`src/rtl/hline_pkg.sv`:
```
package hline_pkg;
  localparam int LINE_TICKS    = 128;
  localparam int SYNC_TICKS    = 9;
  localparam int PORCH_TICKS   = 16;
  localparam int LEFT_TICKS    = 10;
  localparam int FETCH_TICKS   = 70;
  localparam int NARROW_LEAD   = 5;
  localparam int NARROW_SPAN   = 59;
  localparam int WIDE_LEAD     = 4;
  localparam int WIDE_SPAN     = 62;

  typedef struct packed {
    logic data_line;
    logic wide;
  } line_cfg_t;
endpackage

```
`src/rtl/hline_counter.sv`:
```
module hline_counter #(
  parameter int LINE_T = 128,
  localparam int CW = $clog2(LINE_T)
) (
  input  logic                 clk,
  input  logic                 rst_n,
  input  logic                 line_start,
  input  hline_pkg::line_cfg_t cfg_in,
  output logic                 active,
  output logic [CW-1:0]        cnt,
  output hline_pkg::line_cfg_t cfg_q
);
  localparam logic [CW-1:0] LAST = CW'(LINE_T - 1);

  logic at_last;
  logic accept;

  assign at_last = active && (cnt == LAST);
  assign accept  = line_start && (!active || at_last);

  always_ff @(posedge clk or negedge rst_n) begin
    if (!rst_n) begin
      active <= 1'b0;
      cnt    <= '0;
      cfg_q  <= '0;
    end else if (accept) begin
      active <= 1'b1;
      cnt    <= '0;
      cfg_q  <= cfg_in;
    end else if (active) begin
      if (at_last) active <= 1'b0;
      else         cnt    <= cnt + 1'b1;
    end
  end

  AST_LINE_LENGTH: assert property (@(posedge clk) disable iff (!rst_n)
    (active && !at_last) |=> (active && cnt == $past(cnt) + 1'b1));
  AST_CFG_HELD: assert property (@(posedge clk) disable iff (!rst_n)
    (active && !at_last) |=> $stable(cfg_q));
endmodule

```
`src/rtl/hline_window.sv`:
```
module hline_window #(
  parameter int CW    = 7,
  parameter int START = 0,
  parameter int LEN   = 1
) (
  input  logic          active,
  input  logic [CW-1:0] cnt,
  output logic          hit
);
  localparam logic [CW:0] LO = (CW+1)'(START);
  localparam logic [CW:0] HI = (CW+1)'(START + LEN);

  assign hit = active && ({1'b0, cnt} >= LO) && ({1'b0, cnt} < HI);
endmodule

```
`src/rtl/hline_gen.sv`:
```
module hline_gen #(
  parameter int LINE_T      = hline_pkg::LINE_TICKS,
  parameter int SYNC_T      = hline_pkg::SYNC_TICKS,
  parameter int PORCH_T     = hline_pkg::PORCH_TICKS,
  parameter int LEFT_T      = hline_pkg::LEFT_TICKS,
  parameter int FETCH_T     = hline_pkg::FETCH_TICKS,
  parameter int NARROW_LEAD = hline_pkg::NARROW_LEAD,
  parameter int NARROW_SPAN = hline_pkg::NARROW_SPAN,
  parameter int WIDE_LEAD   = hline_pkg::WIDE_LEAD,
  parameter int WIDE_SPAN   = hline_pkg::WIDE_SPAN
) (
  input  logic clk,
  input  logic rst_n,
  input  logic line_start,
  input  logic line_type,
  input  logic wide_mode,
  output logic sync_n,
  output logic inhibit,
  output logic busy_n,
  output logic fetch_n,
  output logic mask,
  output logic line_end
);
  localparam int CW          = $clog2(LINE_T);
  localparam int WINDOW_ON   = SYNC_T + PORCH_T;
  localparam int BUSY_ON     = WINDOW_ON + LEFT_T;
  localparam int FETCH_ON    = BUSY_ON + 1;
  localparam int BUSY_T      = FETCH_T + 1;

  hline_pkg::line_cfg_t cfg_in, cfg_q;
  logic          active;
  logic [CW-1:0] cnt;
  logic          sync_hit, pic_hit, busy_hit, fetch_hit, end_hit;
  logic [1:0]    mask_hit;

  assign cfg_in.data_line = line_type;
  assign cfg_in.wide      = wide_mode;

  hline_counter #(.LINE_T(LINE_T)) u_cnt (
    .clk(clk), .rst_n(rst_n), .line_start(line_start), .cfg_in(cfg_in),
    .active(active), .cnt(cnt), .cfg_q(cfg_q)
  );

  hline_window #(.CW(CW), .START(0), .LEN(SYNC_T)) u_sync (
    .active(active), .cnt(cnt), .hit(sync_hit));
  hline_window #(.CW(CW), .START(WINDOW_ON), .LEN(LINE_T - WINDOW_ON)) u_pic (
    .active(active), .cnt(cnt), .hit(pic_hit));
  hline_window #(.CW(CW), .START(BUSY_ON), .LEN(BUSY_T)) u_busy (
    .active(active), .cnt(cnt), .hit(busy_hit));
  hline_window #(.CW(CW), .START(FETCH_ON), .LEN(FETCH_T)) u_fetch (
    .active(active), .cnt(cnt), .hit(fetch_hit));
  hline_window #(.CW(CW), .START(LINE_T - 1), .LEN(1)) u_end (
    .active(active), .cnt(cnt), .hit(end_hit));

  for (genvar m = 0; m < 2; m++) begin : g_mask
    localparam int LEAD = (m == 1) ? WIDE_LEAD : NARROW_LEAD;
    localparam int SPAN = (m == 1) ? WIDE_SPAN : NARROW_SPAN;
    hline_window #(.CW(CW), .START(FETCH_ON + LEAD), .LEN(SPAN)) u_m (
      .active(active), .cnt(cnt), .hit(mask_hit[m]));
  end

  assign sync_n   = ~sync_hit;
  assign inhibit  = ~pic_hit;
  assign busy_n   = ~(cfg_q.data_line & busy_hit);
  assign fetch_n  = ~(cfg_q.data_line & fetch_hit);
  assign mask     = cfg_q.data_line & mask_hit[cfg_q.wide];
  assign line_end = end_hit;

  AST_SYNC_OUTSIDE_PICTURE: assert property (@(posedge clk) disable iff (!rst_n)
    !sync_n |-> inhibit);
  AST_BUSY_INSIDE_PICTURE: assert property (@(posedge clk) disable iff (!rst_n)
    !busy_n |-> !inhibit);
  AST_FETCH_INSIDE_BUSY: assert property (@(posedge clk) disable iff (!rst_n)
    !fetch_n |-> !busy_n);
  AST_MASK_INSIDE_FETCH: assert property (@(posedge clk) disable iff (!rst_n)
    mask |-> !fetch_n);
  AST_BLANK_QUIET: assert property (@(posedge clk) disable iff (!rst_n)
    (active && !cfg_q.data_line) |-> (busy_n && fetch_n && !mask));
  AST_END_SINGLE: assert property (@(posedge clk) disable iff (!rst_n)
    line_end |=> !line_end);
endmodule

```
`config.mk`:
```
export PLATFORM = sky130hd
export DESIGN_NAME = hline_gen
export DESIGN_NICKNAME = d
export VERILOG_FILES = /design/src/rtl/hline_pkg.sv /design/src/rtl/hline_counter.sv /design/src/rtl/hline_window.sv /design/src/rtl/hline_gen.sv
export SDC_FILE = /design/constraint.sdc
export NUM_CORES = 1
export LEC_CHECK = 0
export CAP_MARGIN = 30
export CORE_UTILIZATION = 50
export CTS_BUF_LIST = sky130_fd_sc_hd__clkbuf_4 sky130_fd_sc_hd__clkbuf_8 sky130_fd_sc_hd__clkbuf_16
export DETAILED_ROUTE_END_ITERATION = 6
export PLACE_DENSITY = 0.75
export REMOVE_ABC_BUFFERS = 1
export SLEW_MARGIN = 20
export SYNTH_ARGS = -nofsm -noshare
export SYNTH_HDL_FRONTEND = slang
export SYNTH_SLANG_ARGS = --single-unit
```
`constraint.sdc`:
```
create_clock -name clk -period 2.2 [get_ports clk]
set_input_delay 0.44 -clock clk [delete_from_list [all_inputs] [get_ports clk]]
set_output_delay 0.44 -clock clk [all_outputs]
set_load 0.02 [all_outputs]
```
# ---- After elaboration in Yosys (flattened, before gate mapping)
# Cells that the tools add are included.
dict set report op_classes {
  addsub 1
  multipliers 0
  div 0
  magnitude_cmp 11
  n_eq_ne 2
  shift 0
  n_mux 8
  bitwise_logic 7
  reduce_logical 17
}
# operator n
set ops {}
lappend ops {{>= comparator 7 x 6 -> 1 bit (second input constant)} 4}
lappend ops {{< comparator 7 bit (second input constant)} 3}
lappend ops {{two-way mux 7 bit} 3}
lappend ops {{logical AND 1 bit} 13}
lappend ops {{adder 7 x 1 -> 7 bit (second input constant)} 1}
lappend ops {{equality test 7 bit (second input constant)} 1}
lappend ops {{>= comparator 7 x 5 -> 1 bit (second input constant)} 1}
lappend ops {{>= comparator 7 bit (second input constant)} 1}
lappend ops {{< comparator 7 x 4 -> 1 bit (second input constant)} 1}
lappend ops {{two-way mux 1 bit} 5}
lappend ops {{inverter 1 bit} 4}
lappend ops {{AND 1 bit} 3}
lappend ops {{< comparator 1 x 2 -> 1 bit (second input constant)} 1}
lappend ops {{!= test 2 bit (second input constant)} 1}
lappend ops {{AND reduction 2 bit} 1}
lappend ops {{nonzero test 2 bit} 1}
lappend ops {{logical NOT 1 bit} 1}
lappend ops {{logical OR 1 bit} 1}
dict set report totals {
  regBits 10
  latchBits 0
  ram_bits 0
  romBits 0
  inputBits 5
  output_inout_bits 6
  wordCells 50
  memories 0
}

# ---- Longest topological paths before layout
# Gate-level depths: netlist of the first run.
dict set report depth {
  word_depth 6
  mapped_depth 5
  mapped_depth_nobuf 5
}

# ---- Hierarchy
# Synthesis of the first run repeated with hierarchy kept, for this count alone.
dict set report hier_totals {
  hier_cells 88
  area_unflattened_um2 773.2
}
# module instances cells_per_inst area_per_inst_um2 seq_area_each_um2
set modules_own_cells {}
lappend modules_own_cells {hline_counter 1 51 544.3 250.2}
lappend modules_own_cells {{hline_window at u_busy} 1 8 40.0 0.0}
lappend modules_own_cells {{hline_window at g_mask[0].u_m} 1 6 38.8 0.0}
lappend modules_own_cells {{hline_window at u_fetch} 1 5 35.0 0.0}
lappend modules_own_cells {hline_gen 1 6 31.3 0.0}
lappend modules_own_cells {{hline_window at g_mask[1].u_m} 1 4 27.5 0.0}
lappend modules_own_cells {{hline_window at u_sync} 1 3 21.3 0.0}
lappend modules_own_cells {{hline_window at u_pic} 1 2 18.8 0.0}
lappend modules_own_cells {{hline_window at u_end} 1 3 16.3 0.0}

# ---- Worst setup path after synthesis of the first run
# OpenSTA, ideal clock, no wires.
dict set report synth_path {
  path_kind {register -> output}
  start {reg u_cnt.cnt[0]}
  end {out busy_n}
  t_arrival_ps 1480
  t_required_ps 1760
  setup_slack_ps 280
  path_stages_with_launch 4
  n_path_buf 0
  path_cell_list {dfrtp_1 ha_1 o31a_1 o21ai_0}
}
dict set report synth_between {
  elab_chain_cells 5
  word_cells_on_any_way 6
  cone_classes {order compare (2); bitwise (2); reduce/logical (2)}
}
# item line_no
set synth_lines {}
lappend synth_lines {{start, declared} hline_counter.sv:10} ;# output logic [CW-1:0] cnt,
lappend synth_lines {{start signal, assigned} hline_counter.sv:32} ;# else cnt <= cnt + 1'b1;
lappend synth_lines {{>= comparator 7 x 6 -> 1 bit} hline_window.sv:13} ;# assign hit = active && ({1'b0, cnt} >= LO) && ({1'b0, cnt} < HI);
lappend synth_lines {{logical AND 1 bit} hline_window.sv:13}
lappend synth_lines {{logical AND 1 bit (*)} hline_window.sv:13}
lappend synth_lines {{AND 1 bit (*)} hline_gen.sv:64} ;# assign busy_n = ~(cfg_q.data_line & busy_hit);
lappend synth_lines {{inverter 1 bit (*)} hline_gen.sv:64}
lappend synth_lines {{end, declared} hline_gen.sv:19} ;# output logic busy_n,
# Mark *: on every way between the ends. The rest lies on a longest branch, timed or not.

# ---- Worst setup path in the final report of the first run
dict set report layout_path {
  start {reg u_cnt.cnt[1]}
  end {out line_end}
}
dict set report layout_between {
  elab_chain_cells 2
}
# item line_no
set layout_lines {}
lappend layout_lines {{>= comparator 7 bit} hline_window.sv:13}
lappend layout_lines {{logical AND 1 bit} hline_window.sv:13}
lappend layout_lines {{end, declared} hline_gen.sv:22} ;# output logic line_end
# Every way passes these cells.

==> flow_summary.ini, run 1 <==
[critical_path]
regToRegSetupSlack_ps = 550
slowest_delay_ps = 400
r2r_cells = 6
cp-start-kind = register
r2r_start = u_cnt.cnt[0]
critical_path_class = register to primary output
worstPathRequired_ps = 1760
critical_path.max_fanout = 5
critical_path_buf_inv_count = 3
r2r_end = u_cnt.cfg_q[0]
crit_slowest_cell = dfrtp_1
cpMostUsedCell = buf_4
end_kind = primary output
path_cells = buf_4 -> and2_1 -> buf_4 -> nor2_1 -> nor3_1 -> dlygate4sd2_1
cp_data_arrival_time_ps = 1640
crit_family = buffers and inverters

[logic_synthesis]
synthTopCellsByArea = dfrtp_1 34%, o21ai_0 5.5%, ha_1 5.1%, mux2_4 4.1%, nand2_1 3.6%
synth-main-ff-cell = dfrtp_1
postSynthAreaPerCell_um2 = 9.149
netlist_instances = 80
yosys_warnings = 0
yosys.area.top_type = dfrtp_1
synth-edff-count = 0
synth_cell_types = 33
synthArstFlopShare_pct = 100.0
ys_ff_latch = 10
yosysSeqAreaShare_pct = 34.19
synth.cell_area_um2 = 732.0
synth_top_area_share_pct = 34.19

[cts]
numCtsBuffers = 3
ctsHoldBuffers = 0
clk_path_buf_depth = 2
htreeDepth = 1
cts_root_buf = clkbuf_4
post-cts-setup-buffers = 0
clk-insertion-delay-late_ps = 270
clkTransAtPathRegs_ps = 70
cts_tree = built
clock_sinks = 10

[timing]
fmax_mhz = 480.3
setup-tns-final_ps = 0
finalHoldViolations = 0
skew_ps = 3.485
setup_violations = 0
fin_crit_sh_pct = 94.64
period_needed_ps = 2082
worst_pin_slew_ps = 464.3
fin_ws_ps = 118.0
rsz0062_at_grt = no
slew_viol_final = 0
slew_headroom_pct = 68.95

[die]
die-width_um = 40.26
pin_count = 11
initial_core_util_pct = 54.88
die_y_um = 40.26
coreArea_mm2 = 0.001334
dieArea_mm2 = 0.001621
num_rows = 13

[placed_design]
io_buffers = 10
gp_congestion = 0.8148
hpwl_um = 1232
dp_slack_ps = -103.4
dpl_cell_area_um2 = 907.1

[global_routing]
antenna_found_initial = 0
grt_start_max_net_pins = 12
grt_usage_pct = 25.32
grt-ovfl-total = 0
grt_pass1_wl_um = 2559
grt_pass1_vias = 548

[finish]
final_layout_size_suffix_gt1_share_pct = 30.69
area_delta_synth_final_pct = 27.35
fin_util_pct = 69.89
fin_area_um2 = 932.1
diodes = 0
nets = 110
fillers = 121

[routing]
vias_per_cell = 5.586
via_count = 648
ant_nets = 0
drtIter0Drc = 17
drc_errors = 0
dr.pass1.iters = 4
wirelength_um = 1642
wl_per_cell_um = 14.16

[pwr]
p_total_mw = 1.344
power_density_mw_per_mm2 = 1442
power_leakage_nw = 0.4161
peakVddDrop_mv = 0.7210

[min_path]
hp-class = input pin to async pin

[job]
maxCapViolCount = 0

[outcome]
status = finished clean
## worst max-delay path by stage
stage	from	to	slack, ps	cells past startpoint
after detailed placement	u_cnt.cnt[0]	inhibit	-100	5
after floorplan	u_cnt.cnt[0]	busy_n	280	3
after global routing	u_cnt.cnt[1]	line_end	30	6
after global placement	u_cnt.cnt[0]	inhibit	20	5
after CTS	u_cnt.cnt[3]	mask	10	5
final	u_cnt.cnt[1]	line_end	120	6
## timing repair
item,4_1_cts,5_1_grt
setup endpoints to repair,5,5
endpoints found under the hold margin,0,0
resized for setup,7,11
gates cloned,0,0
pin swaps,1,0
## worst reg2reg max path: stages (launching register included)
cell and delay [ps]:
dfrtp_2 440, ha_1 200, buf_4 140, nand3_2 130
o21ai_4 220, nand2_2 110, mux2_4 310
## power by group
group	internal (mW)	switching (mW)
sequential	0.270	0.111
combinational	0.382	0.415
clock	0.101	0.0650
## cells in the final DEF (no fill, tap or decap)
| master | instances |
|---|---|
| buf_4 | 13 |
| dfrtp_1 | 9 |
| o21ai_0 | 8 |
| nand2_1 | 7 |
| inv_1 | 5 |
| clkdlybuf4s50_1 | 4 |
| clkbuf_2 | 4 |
| nor2_1 | 3 |
| a21oi_1 | 3 |
| nand3_1 | 3 |
| a22o_1 | 3 |
| ha_1 | 3 |
| clkbuf_4 | 3 |
| nand2b_1 | 2 |
| a31oi_1 | 2 |
| nor3_1 | 2 |
| xor2_1 | 2 |
| or3_1 | 2 |
| nand4b_1 | 2 |
| mux2_4 | 2 |
| o211ai_1 | 2 |
| nor4_2 | 1 |
| o21ai_2 | 1 |
| and2_1 | 1 |
| o31a_1 | 1 |
| nand3_4 | 1 |
| o31ai_1 | 1 |
| o22ai_2 | 1 |
| nand3_2 | 1 |
| o21ai_4 | 1 |
| nand2_2 | 1 |
| nand3b_1 | 1 |
| xnor2_1 | 1 |
| nand4_1 | 1 |
| clkbuf_8 | 1 |
| dlymetal6s2s_1 | 1 |
| dlygate4sd2_1 | 1 |
| dfrtp_2 | 1 |
## Yosys cell counts (2+ instances only)
cell type / count
nand2_1: 7
inv_1: 5
nand3_1: 3
xor2_1: 2
mux2_4: 2
nor2_1: 3
nor3_1: 2
a21oi_1: 3
dfrtp_1: 10
a31oi_1: 2
a22o_1: 3
nand4b_1: 2
or3_1: 2
ha_1: 3
nand2b_1: 2
o21ai_0: 8
o211ai_1: 2
buf_2: 3
buf_4: 2
## layer usage
layer	GRT usage, %	up-vias	routed length, um
met1	33.45	303	809
met5	0	-	0
li1	-	326	-
met4	12.50	0	25
met3	6.667	4	52
met2	37.90	15	754
## sequential cells by signal (all words and copies together), names as in the netlist
signal / flops
u_cnt.active: 1
u_cnt.cfg_q: 2
u_cnt.cnt: 7
## layout make-up
cell class                 count  area (um^2)  area share, %
clock buffer                   4        36.28          3.893
inverter                       5        18.77          2.013
multi-input combinational     59        427.9          45.91
sequential                    10        251.5          26.98
tap                           15        18.77          2.013
timing repair buffer          23        178.9          19.19
## cell families (layout without fill, tap and decap cells)
family,count (synthesis),after routing,share of synthesized area [%]
and+or+nand+nor,28,28,22.57
xor gates and xnor gates,3,3,3.590
buffers and inverters,11,32,8.204
adders and majority gates,3,3,5.129
DFF,10,10,34.19
AOI/OAI and AO/OA,23,23,22.22
muxes,2,2,4.103
## metrics by stage
| step | instances | hold WS [ps] |
|---|---|---|
| floorplan | 74 | 144.4 |
| global placement | 112 | 510.3 |
| detailed placement | 112 | 507.1 |
| CTS | 116 | 500.3 |
| global route | 116 | 512.7 |
| finish | 116 | 491.0 |
No activity file was read; power rests on OpenSTA's default activity.
==> run 2: changes to the inputs <==
PLACE_DENSITY = 0.72   (was 0.75)
==> flow_summary.ini, run 2 (synthesized netlist as in run 1, its figures left out) <==
[finish]
area_delta_synth_final_pct = 31.62
fillers = 113
largest_register = u_cnt.cnt
largest_register_ffs = 7
reg.largest.list = u_cnt.cnt (7), u_cnt.cfg_q (2), u_cnt.active (1)
nets = 112
diodes = 0
final_layout_size_suffix_gt1_share_pct = 32.04
mostFrequentLayoutCells = 15 x buf_4, 9 x dfrtp_1, 8 x o21ai_0
final_common_cell = buf_4

[timing]
rsz0062_at_grt = no
period_needed_ps = 2131
whs_ps = 499.2
fmax_mhz = 469.3
slew_headroom_pct = 67.24
setup-tns-final_ps = 0
setup_violations = 0
fin_ws_ps = 69.07
worst_pin_slew_ps = 489.8
skew_ps = 0.3202
fin_crit_sh_pct = 96.86
slew_viol_final = 0
finalHoldViolations = 0

[routing]
drtIter0Drc = 21
wl_per_cell_um = 15.01
via_count = 671
dr.pass1.iters = 5
ant_nets = 0
wirelength_um = 1771
drc_errors = 0
vias_per_cell = 5.686

[die]
die_y_um = 40.26
initial_core_util_pct = 54.88
coreArea_mm2 = 0.001334
num_rows = 13
pin_count = 11
die-width_um = 40.26
dieArea_mm2 = 0.001621

[global_routing]
antenna_found_initial = 0
grt_start_max_net_pins = 12
grt_pass1_wl_um = 2635
grt_usage_pct = 25.72
grt-ovfl-total = 0
grt_pass1_vias = 577

[cts]
clkTransAtPathRegs_ps = 70
cts_tree = built
numCtsBuffers = 3
clock_sinks = 10
post-cts-setup-buffers = 0
htreeDepth = 1
clk-insertion-delay-late_ps = 270
clk_path_buf_depth = 2
cts_root_buf = clkbuf_4

[min_path]
hp-class = input pin to async pin

[critical_path]
worstPathRequired_ps = 1760
regToRegSetupSlack_ps = 570
critical_path.max_fanout = 6
cp-start-kind = register
cp_data_arrival_time_ps = 1690
critical_path_class = register to primary output
end_kind = primary output

[pwr]
peakVddDrop_mv = 0.8268
power_density_mw_per_mm2 = 1465
power_leakage_nw = 0.4242
p_total_mw = 1.411

[placed_design]
hpwl_um = 1298
dp_slack_ps = -95.48
io_buffers = 10
gp_congestion = 0.8225

[job]
maxCapViolCount = 0

[outcome]
status = finished clean
## run 2: through the flow
stage	utilization (%)	cells	instance area, um^2
floorplan	-	74	690.7
global placement	69.14	114	922.1
detailed placement	69.14	114	922.1
CTS	72.23	118	963.4
global route	72.23	118	963.4
finish	72.23	118	963.4
## run 2: power breakdown
part	switching [mW]	internal, mW	total [mW]
registers	0.108	0.270	0.378
clock network	0.0678	0.101	0.168
logic	0.444	0.421	0.865
total	0.620	0.792	1.41
## run 2: final timing paths
kind	startpoint	to	cells after the start
worst max-delay path	u_cnt.cnt[6]	mask	4
worst min-delay path	rst_n	u_cnt.cnt[4]	1
worst max register to register	u_cnt.cnt[0]	u_cnt.cfg_q[0]	6
worst min register to register	u_cnt.cfg_q[1]	u_cnt.cfg_q[1]	1
max in group asynchronous	rst_n	u_cnt.cnt[2]	1
min in group clk	u_cnt.cfg_q[1]	u_cnt.cfg_q[1]	1
## run 2: layout make-up
| cell class | count | area (um^2) | area share (%) |
|---|---|---|---|
| sequential | 10 | 251.5 | 26.10 |
| tap | 15 | 18.77 | 1.948 |
| inverter | 5 | 18.77 | 1.948 |
| clock buffer | 4 | 36.28 | 3.766 |
| timing repair buffer | 25 | 201.4 | 20.91 |
| multi-input combinational | 59 | 436.7 | 45.32 |
## run 2: repair_timing
| item | in CTS | in global routing |
|---|---|---|
| resized for setup | 10 | 10 |
| hold buffers | 0 | 0 |
| endpoints found under the setup margin | 5 | 5 |
## run 2: layer usage
layer  GRT usage, %  share of wire, %  vias up
met5              0                 0        -
met4          7.500               1.2        0
met3          6.667               4.4        4
met2          44.76                51       19
met1          30.85                43      316
li1               -                 -      332
## run 2: critical path, stage by stage, from the launching register on
cell and delay [ps]:
dfrtp_1 470, xor2_1 190, or3_1 350, a21oi_1 140, clkdlybuf4s15_2 280
==> run 3: changes to the inputs <==
SKIP_LAST_GASP = 1   (was default)
==> flow_summary.ini, run 3 (synthesized netlist as in run 1, its figures left out) <==
[cts]
clk-insertion-delay-late_ps = 270
clkTransAtPathRegs_ps = 70
post-cts-setup-buffers = 0
clock_sinks = 10
htreeDepth = 1
numCtsBuffers = 3
cts_tree = built
ctsHoldBuffers = 0
cts_root_buf = clkbuf_4
clk_path_buf_depth = 2

[timing]
fin_crit_sh_pct = 96.85
setup-tns-final_ps = 0
slew_viol_final = 0
skew_ps = 1.150
rsz0062_at_grt = yes
period_needed_ps = 2131
worst_pin_slew_ps = 484.5
slew_headroom_pct = 67.60
setup_violations = 0
fmax_mhz = 469.3
finalHoldViolations = 0
fin_ws_ps = 69.28

[critical_path]
r2r_cells = 6
worstSetupStartpoint = u_cnt.cnt[6]
crit_cells = 4
cp-start-kind = register
cp_data_arrival_time_ps = 1690
crit_slowest_cell = dfrtp_1
critical_path_class = register to primary output
critical_path_buf_inv_count = 1
worstPathRequired_ps = 1760
critical_path.max_fanout = 6
end_kind = primary output
crit_end = mask
path_cells = xor2_1 -> or3_1 -> a21oi_1 -> clkdlybuf4s15_2
r2r_start = u_cnt.cnt[0]
crit_family = flip-flops
r2r_end = u_cnt.cfg_q[0]
slowest_delay_ps = 470
regToRegSetupSlack_ps = 580

[finish]
area_delta_synth_final_pct = 31.45
largest_register_ffs = 7
fillers = 114
reg.largest.list = u_cnt.cnt (7), u_cnt.cfg_q (2), u_cnt.active (1)
largest_register = u_cnt.cnt
diodes = 0
final_common_cell = buf_4
nets = 112
fin_util_pct = 72.14
final_layout_size_suffix_gt1_share_pct = 32.04
mostFrequentLayoutCells = 15 x buf_4, 9 x dfrtp_1, 8 x o21ai_0
fin_area_um2 = 962.2

[placed_design]
gp_congestion = 0.8225
dpl_cell_area_um2 = 922.1
dp_slack_ps = -95.48
io_buffers = 10
hpwl_um = 1298

[pwr]
power_leakage_nw = 0.4230
swShare_pct = 43.82
p_comb_share_pct = 61.3
power_density_mw_per_mm2 = 1461
p_sw_mw = 0.6160
power.share.clock_pct = 11.9
p_int_mw = 0.7897
seq_power_share_pct = 26.8
peakVddDrop_mv = 0.8232

[die]
dieArea_mm2 = 0.001621
die_y_um = 40.26
num_rows = 13
coreArea_mm2 = 0.001334
pin_count = 11
die-width_um = 40.26
initial_core_util_pct = 54.88

[global_routing]
grt_usage_pct = 25.72
grt_pass1_vias = 577
grt-ovfl-total = 0
grt_start_max_net_pins = 12
grt_pass1_wl_um = 2635
antenna_found_initial = 0

[routing]
wl_per_cell_um = 14.73
dr.pass1.iters = 4
drc_errors = 0
via_count = 660
ant_nets = 0
drtIter0Drc = 24
vias_per_cell = 5.593
wirelength_um = 1738

[min_path]
hp-class = input pin to async pin

[job]
maxCapViolCount = 0

[outcome]
status = finished clean
run 3: cell count changes in the layout (fill, tap and decap cells not counted), sizes merged:
cell / delta
clkdlybuf4s15: -1
dlygate4sd2: +1
run 3: repair_timing:
item,CTS,global route
setup endpoints to repair,5,5
pin swaps,0,0
gates resized for setup,9,10
gates cloned,0,0
run 3: through the flow:
stage               instances  total power [mW]  hold WS (ps)
floorplan                  74            0.8352         144.4
global placement          114             1.213         503.8
detailed placement        114             1.234         499.8
CTS                       118             1.392         506.6
global route              118             1.519         543.7
finish                    118             1.406         497.4
run 3: worst reg2reg max path, stage by stage (launching register included):
cell     delay, ps
dfrtp_1        400
ha_1           190
buf_4          150
nand3_2        130
o21ai_4        230
nand2_2        110
mux2_4         310
run 3: power groups by stage:
| stage | sequential [mW] | clock (mW) | combinational [mW] |
|---|---|---|---|
| 2_1_floorplan | 0.421 | 0 | 0.414 |
| 3_3_place_gp | 0.373 | 0 | 0.840 |
| 3_5_place_dp | 0.375 | 0 | 0.858 |
| 4_1_cts | 0.376 | 0.170 | 0.846 |
| 5_1_grt | 0.394 | 0.176 | 0.949 |
| 6_report | 0.377 | 0.168 | 0.861 |
run 3: final cells by class:
type	count	area [um^2]	area share, %
multi-input combinational	59	436.7	45.38
sequential	10	251.5	26.14
timing repair buffer	25	200.2	20.81
clock buffer	4	36.28	3.771
inverter	5	18.77	1.951
tap	15	18.77	1.951
run 3: per-layer routing:
metal	track usage, %	routed length (um)
met2	44.76	915
met4	7.500	12
met1	30.85	719
met5	0	0
met3	6.667	90
run 3: worst min-delay path by stage:
stage	slack, ps	cells past startpoint	to
after detailed placement	500	1	u_cnt.cfg_q[1]
final	500	1	u_cnt.cnt[4]
after global routing	540	1	u_cnt.cnt[4]
after global placement	500	1	u_cnt.cfg_q[1]
after floorplan	140	0	u_cnt.active
after CTS	510	1	u_cnt.cnt[5]
